## src/rtl/madi_pkg.sv

```systemverilog
package madi_pkg;
  localparam int SYM_W  = 10;
  localparam int CODE_W = 5;
  localparam logic [SYM_W-1:0] JK_SYM = 10'b11000_10001;

  typedef struct packed {
    logic       is_data;
    logic       is_ctrl;
    logic [3:0] nib;
  } code5_t;

  function automatic code5_t decode5(input logic [CODE_W-1:0] c);
    code5_t r;
    r = '{is_data: 1'b1, is_ctrl: 1'b0, nib: 4'h0};
    case (c)
      5'b11110: r.nib = 4'h0;
      5'b01001: r.nib = 4'h1;
      5'b10100: r.nib = 4'h2;
      5'b10101: r.nib = 4'h3;
      5'b01010: r.nib = 4'h4;
      5'b01011: r.nib = 4'h5;
      5'b01110: r.nib = 4'h6;
      5'b01111: r.nib = 4'h7;
      5'b10010: r.nib = 4'h8;
      5'b10011: r.nib = 4'h9;
      5'b10110: r.nib = 4'hA;
      5'b10111: r.nib = 4'hB;
      5'b11010: r.nib = 4'hC;
      5'b11011: r.nib = 4'hD;
      5'b11100: r.nib = 4'hE;
      5'b11101: r.nib = 4'hF;
      5'b11000, 5'b10001, 5'b01101, 5'b00111,
      5'b11001, 5'b11111, 5'b00100: begin
        r.is_data = 1'b0;
        r.is_ctrl = 1'b1;
      end
      default: r.is_data = 1'b0;
    endcase
    return r;
  endfunction
endpackage

```

## src/rtl/madi_nrzi_dec.sv

```systemverilog
module madi_nrzi_dec (
  input  logic clk,
  input  logic rst_n,
  input  logic line_bit,
  input  logic bit_valid,
  output logic bit_out
);
  logic prev_q;

  assign bit_out = line_bit ^ prev_q;

  always_ff @(posedge clk) begin
    if (!rst_n) prev_q <= 1'b0;
    else if (bit_valid) prev_q <= line_bit;
  end
endmodule

```

## src/rtl/madi_slip_aligner.sv

```systemverilog
module madi_slip_aligner #(
  parameter int LOSS_COUNT = 4
) (
  input  logic                        clk,
  input  logic                        rst_n,
  input  logic                        bit_in,
  input  logic                        bit_valid,
  input  logic                        sym_bad,
  output logic [madi_pkg::SYM_W-1:0]  word,
  output logic                        sym_stb,
  output logic                        sync_hit,
  output logic                        aligned
);
  import madi_pkg::*;
  localparam int CNT_W = $clog2(SYM_W);
  localparam int ERR_W = $clog2(LOSS_COUNT + 1);

  logic [SYM_W-1:0] sr_q;
  logic [CNT_W-1:0] cnt_q;
  logic [ERR_W-1:0] errs_q;
  logic             hunt_hit;

  assign word     = {sr_q[SYM_W-2:0], bit_in};
  assign hunt_hit = bit_valid && !aligned && (word == JK_SYM);
  assign sym_stb  = bit_valid && aligned && (cnt_q == CNT_W'(SYM_W - 1));
  assign sync_hit = hunt_hit || (sym_stb && (word == JK_SYM));

  always_ff @(posedge clk) begin
    if (!rst_n) begin
      sr_q    <= '0;
      cnt_q   <= '0;
      errs_q  <= '0;
      aligned <= 1'b0;
    end else begin
      if (bit_valid) sr_q <= word;
      if (hunt_hit) begin
        aligned <= 1'b1;
        cnt_q   <= '0;
        errs_q  <= '0;
      end else if (aligned && bit_valid) begin
        cnt_q <= sym_stb ? '0 : cnt_q + 1'b1;
        if (sym_stb) begin
          if (!sym_bad) begin
            errs_q <= '0;
          end else if (errs_q == ERR_W'(LOSS_COUNT - 1)) begin
            errs_q  <= '0;
            aligned <= 1'b0;
          end else begin
            errs_q <= errs_q + 1'b1;
          end
        end
      end
    end
  end
endmodule

```

## src/rtl/madi_sym_decode.sv

```systemverilog
module madi_sym_decode (
  input  logic [madi_pkg::SYM_W-1:0] word,
  output logic                       both_data,
  output logic                       is_cmd,
  output logic                       bad,
  output logic [7:0]                 byte_val
);
  import madi_pkg::*;
  code5_t hi, lo;

  always_comb begin
    hi        = decode5(word[SYM_W-1:CODE_W]);
    lo        = decode5(word[CODE_W-1:0]);
    both_data = hi.is_data && lo.is_data;
    bad       = !(hi.is_data || hi.is_ctrl) || !(lo.is_data || lo.is_ctrl);
    is_cmd    = !bad && !both_data && (word != JK_SYM);
    byte_val  = {hi.nib, lo.nib};
  end
endmodule

```

## src/rtl/madi_sym_align.sv

```systemverilog
module madi_sym_align #(
  parameter int                         LOSS_COUNT  = 4,
  parameter logic [madi_pkg::SYM_W-1:0] LINE_HI_SYM = 10'b01101_01101,
  parameter logic [madi_pkg::SYM_W-1:0] LINE_LO_SYM = 10'b00111_00111
) (
  input  logic       clk,
  input  logic       rst_n,
  input  logic       line_bit,
  input  logic       bit_valid,
  output logic [7:0] byte_data,
  output logic       byte_first,
  output logic       byte_valid,
  input  logic       byte_ready,
  output logic       sync_pulse,
  output logic [9:0] cmd_code,
  output logic       cmd_valid,
  output logic       dec_err,
  output logic       line_state,
  output logic       aligned
);
  import madi_pkg::*;

  logic             dbit;
  logic [SYM_W-1:0] word;
  logic             sym_stb, sync_hit;
  logic             both_data, is_cmd, bad;
  logic [7:0]       byte_val;
  logic             first_pend;

  madi_nrzi_dec u_nrzi (
    .clk(clk), .rst_n(rst_n), .line_bit(line_bit),
    .bit_valid(bit_valid), .bit_out(dbit)
  );

  madi_slip_aligner #(.LOSS_COUNT(LOSS_COUNT)) u_align (
    .clk(clk), .rst_n(rst_n), .bit_in(dbit), .bit_valid(bit_valid),
    .sym_bad(bad), .word(word), .sym_stb(sym_stb),
    .sync_hit(sync_hit), .aligned(aligned)
  );

  madi_sym_decode u_dec (
    .word(word), .both_data(both_data), .is_cmd(is_cmd),
    .bad(bad), .byte_val(byte_val)
  );

  always_ff @(posedge clk) begin
    if (!rst_n) begin
      byte_data  <= '0;
      byte_first <= 1'b0;
      byte_valid <= 1'b0;
      sync_pulse <= 1'b0;
      cmd_code   <= '0;
      cmd_valid  <= 1'b0;
      dec_err    <= 1'b0;
      line_state <= 1'b1;
      first_pend <= 1'b0;
    end else begin
      sync_pulse <= sync_hit;
      cmd_valid  <= sym_stb && is_cmd;
      dec_err    <= sym_stb && bad;
      if (byte_valid && byte_ready) byte_valid <= 1'b0;
      if (sync_hit) first_pend <= 1'b1;
      if (sym_stb && both_data) begin
        byte_data  <= byte_val;
        byte_first <= first_pend;
        byte_valid <= 1'b1;
        first_pend <= 1'b0;
      end
      if (sym_stb && is_cmd) begin
        cmd_code <= word;
        if (word == LINE_HI_SYM) line_state <= 1'b1;
        else if (word == LINE_LO_SYM) line_state <= 1'b0;
      end
    end
  end
endmodule

```

## config.mk

```make
export PLATFORM = sky130hd
export DESIGN_NAME = madi_sym_align
export DESIGN_NICKNAME = d
export VERILOG_FILES = /design/src/rtl/madi_pkg.sv /design/src/rtl/madi_nrzi_dec.sv /design/src/rtl/madi_slip_aligner.sv /design/src/rtl/madi_sym_decode.sv /design/src/rtl/madi_sym_align.sv
export SDC_FILE = /design/constraint.sdc
export NUM_CORES = 1
export LEC_CHECK = 0
export ABC_AREA = 1
export BUFFER_PORTS_ARGS = -buffer_cell sky130_fd_sc_hd__buf_2
export CORE_MARGIN = 5
export CORE_UTILIZATION = 64
export CTS_BUF_LIST = sky130_fd_sc_hd__clkbuf_4 sky130_fd_sc_hd__clkbuf_8
export CTS_CLUSTER_DIAMETER = 150
export DETAILED_ROUTE_END_ITERATION = 10
export GPL_TIMING_DRIVEN = 0
export HOLD_SLACK_MARGIN = 0.03
export PLACE_DENSITY_LB_ADDON = 0.3
export SLEW_MARGIN = 20
export SYNTH_ARGS = -nofsm -noshare
export SYNTH_HDL_FRONTEND = slang
export SYNTH_HIERARCHICAL = 1
export SYNTH_SLANG_ARGS = --single-unit
```

## constraint.sdc

```tcl
create_clock -name clk -period 5.4 [get_ports clk]
set_input_delay 0 -clock clk [delete_from_list [all_inputs] [get_ports clk]]
set_output_delay 0 -clock clk [all_outputs]
set_load 0.005 [all_outputs]
```

==> run summary <==
The final layout contains routed wiring with a total length of 4950 µm. The number of antenna violations at the first check in global routing came out at 0. The placed wire-length estimate after detailed placement is 3560 µm. The worst slack after detailed placement came out at 3.26 ns. The average via count per standard cell came out at 5.17.

The shortest clock period the worst path allows after layout came out at 2.17 ns. The number of synthesized flops with an enable pin is 0. Once the floorplan was initialized, standard cells occupied 67.0% of the core. Among all cell types in the netlist, the one instantiated most often is nand2_1.

The die boundary height came out at 69.4 µm. The transition time at the pin with the least slew margin is 0.427 ns. The number of standard-cell rows in the floorplan came out at 21. The area share of the largest cell type after synthesis came out at 38.2%.

The area of the die is 0.00481 mm². The mean instance size in the synthesized netlist came out at 6.69 µm². The deepest level of the CTS H-tree is 2.

The count of port buffers added during placement came out at 29. The TritonCTS buffer count came out at 5. Summed over all cells, the static leakage comes to 1.26 nW. The tree built by TritonCTS fans out to 43 sinks. The kind of cell adding the most delay to the critical path is simple AND/OR/NAND/NOR gates. The worst path uses 40.2% of the clock period. The largest net degree at the start of global routing is 14. The max-cap violation count came out at 0. The die is 69.4 µm wide. The startpoint class of the critical path is a register. The worst slew margin relative to its limit came out at 71.5%. The delay of the slowest cell on the worst path came out at 0.36 ns. For this design, the slowest cell found on the critical path is dfxtp_1.

The final RePlAce weighted congestion is 0.903. The number of nets produced by synthesis came out at 345. The number of fill cells in the layout came out at 275. The post-route total power is 0.558 mW. IR analysis of the VDD net gives a maximum drop of 0.139 mV. TritonCTS built the clock tree. In this run the count of I/O pins placed on the die edge is 30. The async set-reset flop share out of synthesis is 0%. The netlist uses 34 different library cells. The signal on the critical path passes through xor2_1 > buf_4 > inv_1 > nor2_2 > nand3_1 > nand2_1 > nor2_2 > nand3_1 > o21ai_2 > nor2_2 > nand2_4 > nor2_1 > nand3_1 > nand2_1 > nand3_1. The endpoint class of the critical path is a register. Of the cells placed in the final design, the portion with a size suffix greater than 1 is 20.3%. The max-slew violation count came out at 0. The cell chosen for the clock root is clkbuf_4. The commonest register cell after synthesis is dfxtp_1. After synthesis, the cell types taking the most area are dfxtp_1 (38%), nand2_1 (12%), nor2_1 (10%).

The number of antenna repair diodes came out at 0. The remaining antenna violation count is 0. In this run, synthesis produced a sequential element count of 43. Counting every instance in the synthesized netlist gives 337. The number of design rule violations left after detail routing is 0. The clock latency on the worst-skew pair is 0.35 ns.

The synthesized design spends more area on one cell type than any other, namely dfxtp_1. The clock skew is 0.00926 ns. The netlist area before placement is 0.00225 mm². At the worst endpoint, the arrival time is 2.41 ns.

The overall global routing resource usage came out at 21.9%. The combined buffer and inverter count along the critical path is 2. Including well taps, the total number of placed cells is 412.

The overall overflow remaining after global route is 0. The number of DRC markers in iteration 0 came out at 196. The setup violation total in the final timing report is 0. Setup repair after global routing left no endpoint under its margin.

Derived from the worst setup path, the maximum achievable clock frequency is 0.461 GHz. The via count of the first global-routing pass came out at 2035. The area of the core region came out at 0.00336 mm². From synthesis to final layout, the design area changed by 13.8%. Dividing total power by cell area gives a power density of 218 mW/mm². The share of synthesized area occupied by flip-flops and latches came out at 38.2%.

The count of synthesis-stage warnings from yosys is 6. The detail-routed net length per standard cell is 11.6 µm. The global-route wire length before repair is 8930 µm.

The count of placed standard cells in the final layout, fillers left out is 425. Ranked by instance count, the synthesized netlist is headed by nand2_1 (72), nor2_1 (63), dfxtp_1 (43). The buffer depth of the longest clock path is 2.

The cell seen most often among critical-path stages is nand3_1. The flow ran to the end, and the final reports show no timing, DRC or antenna violations. The classification of the worst setup path is register to register. The tightest min-delay check is of the input pin to register type. The required time at the worst-slack endpoint came out at 5.64 ns. The setup TNS came out at 0 ns. Before antenna repair, the detailed router went through 4 iterations.

Of all nets on the critical path, the largest fanout is 7. Counting cells, the worst reg-to-reg path comes to 15. The final net count came out at 386.

The buffers inserted during post-CTS setup optimization came out at 0. The clock slew seen by the registers of the worst setup and hold paths is 0.12 ns. The count of final hold-check violations came out at 0. The worst path meets setup with 3.23 ns of slack.

The number of vias in the routed layout came out at 2196. The instance count along the most critical hold path came out at 3. In this run the number of cells on the critical path is 15.
==> layout by cell type, fill, tap and decap left out, types with 2 or more instances in the layout <==
| cell type | instances |
|---|---|
| inv_2 | 6 |
| clkinv_2 | 2 |
| o21ai_1 | 2 |
| nand3_2 | 2 |
| nand2_1 | 72 |
| o21ai_0 | 32 |
| nor2_1 | 63 |
| a21oi_1 | 16 |
| buf_2 | 30 |
| dlygate4sd3_1 | 5 |
| clkbuf_1 | 2 |
| nand3_1 | 22 |
| nand2_4 | 2 |
| clkbuf_4 | 7 |
| dfxtp_1 | 43 |
| ha_1 | 3 |
| inv_1 | 34 |
| nor2_2 | 11 |
| nand2_2 | 8 |
==> stage by stage <==
| stage | instance area, µm² | hold slack [ns] | utilization [%] |
|---|---|---|---|
| finish | 2560 | 0.0395 | 76.3 |
| global route | 2560 | 0.0591 | 76.3 |
| global placement | 2460 | 0.255 | 73.1 |
| CTS | 2560 | 0.0322 | 76.3 |
| detailed placement | 2460 | 0.273 | 73.1 |
| floorplan | 2250 | 0.135 | - |
==> sequential cells by signal, summed over array words and instances (netlist names) <==
signal and flops:
u_nrzi/prev_q 1, u_align/aligned 1, byte_data 8, u_align/errs_q 3
u_align/sr_q 9, byte_first 1, first_pend 1, dec_err 1
line_state 1, cmd_code 10, byte_valid 1, sync_pulse 1
cmd_valid 1, u_align/cnt_q 4
==> worst paths after layout <==
path / to / start / slack, ns
worst max register to register: line_state$_SDFFE_PN1P_ / u_nrzi/prev_q$_SDFFE_PN0P_ / 3.23
worst max-delay path: line_state$_SDFFE_PN1P_ / u_nrzi/prev_q$_SDFFE_PN0P_ / 3.23
worst min-delay path: u_align/sr_q[3]$_SDFFE_PN0P_ / bit_valid / 0.04
worst min register to register: u_align/errs_q[2]$_SDFFE_PP0P_ / u_align/errs_q[2]$_SDFFE_PP0P_ / 0.46
==> logic make-up (layout without fill, tap and decap cells) <==
kind of cell / after synthesis / count (layout) / share of synthesized area (%)
AOI/OAI and AO/OA: 57 / 57 / 14.2
xor gates and xnor gates: 1 / 1 / 0.389
adders and majority gates: 3 / 3 / 1.66
buffers and inverters: 50 / 92 / 10.0
DFF: 43 / 43 / 38.2
and+or+nand+nor: 183 / 183 / 35.6
==> layout make-up <==
class / count / area [µm²] / area share [%]
plain buffers: 7 / 58.8 / 2.29
clock buffers: 6 / 45.0 / 1.76
clock inverters: 2 / 12.5 / 0.488
inverters: 43 / 168 / 6.54
multi-input cells: 244 / 1170 / 45.5
flip-flops and latches: 43 / 861 / 33.6
well taps: 46 / 57.6 / 2.24
repair buffers: 34 / 195 / 7.61
==> worst min-delay path, stage by stage <==
cell and delay, ns:
buf_2 0.15, inv_2 0.13, a21oi_1 0.08
==> per-layer routing <==
metal	track usage, %	up-vias	routed length, µm
met5	0	-	0
li1	-	1143	-
met3	4.49	5	329
met2	37.0	73	2400
met1	28.3	975	2160
met4	6.29	0	57
==> report_power, final <==
part           internal, mW  leakage (nW)  switching, mW  total [mW]
sequential            0.322         0.348         0.0132       0.335
clock                0.0553        0.0317          0.104       0.159
combinational        0.0227         0.879         0.0407      0.0634
total                 0.400          1.26          0.158       0.558
==> what timing repair did <==
action                                 CTS  global route
gates resized for setup                  0             0
hold buffers                             5             0
endpoints found under the hold margin   13             0
(Power assumes the default switching activity.)
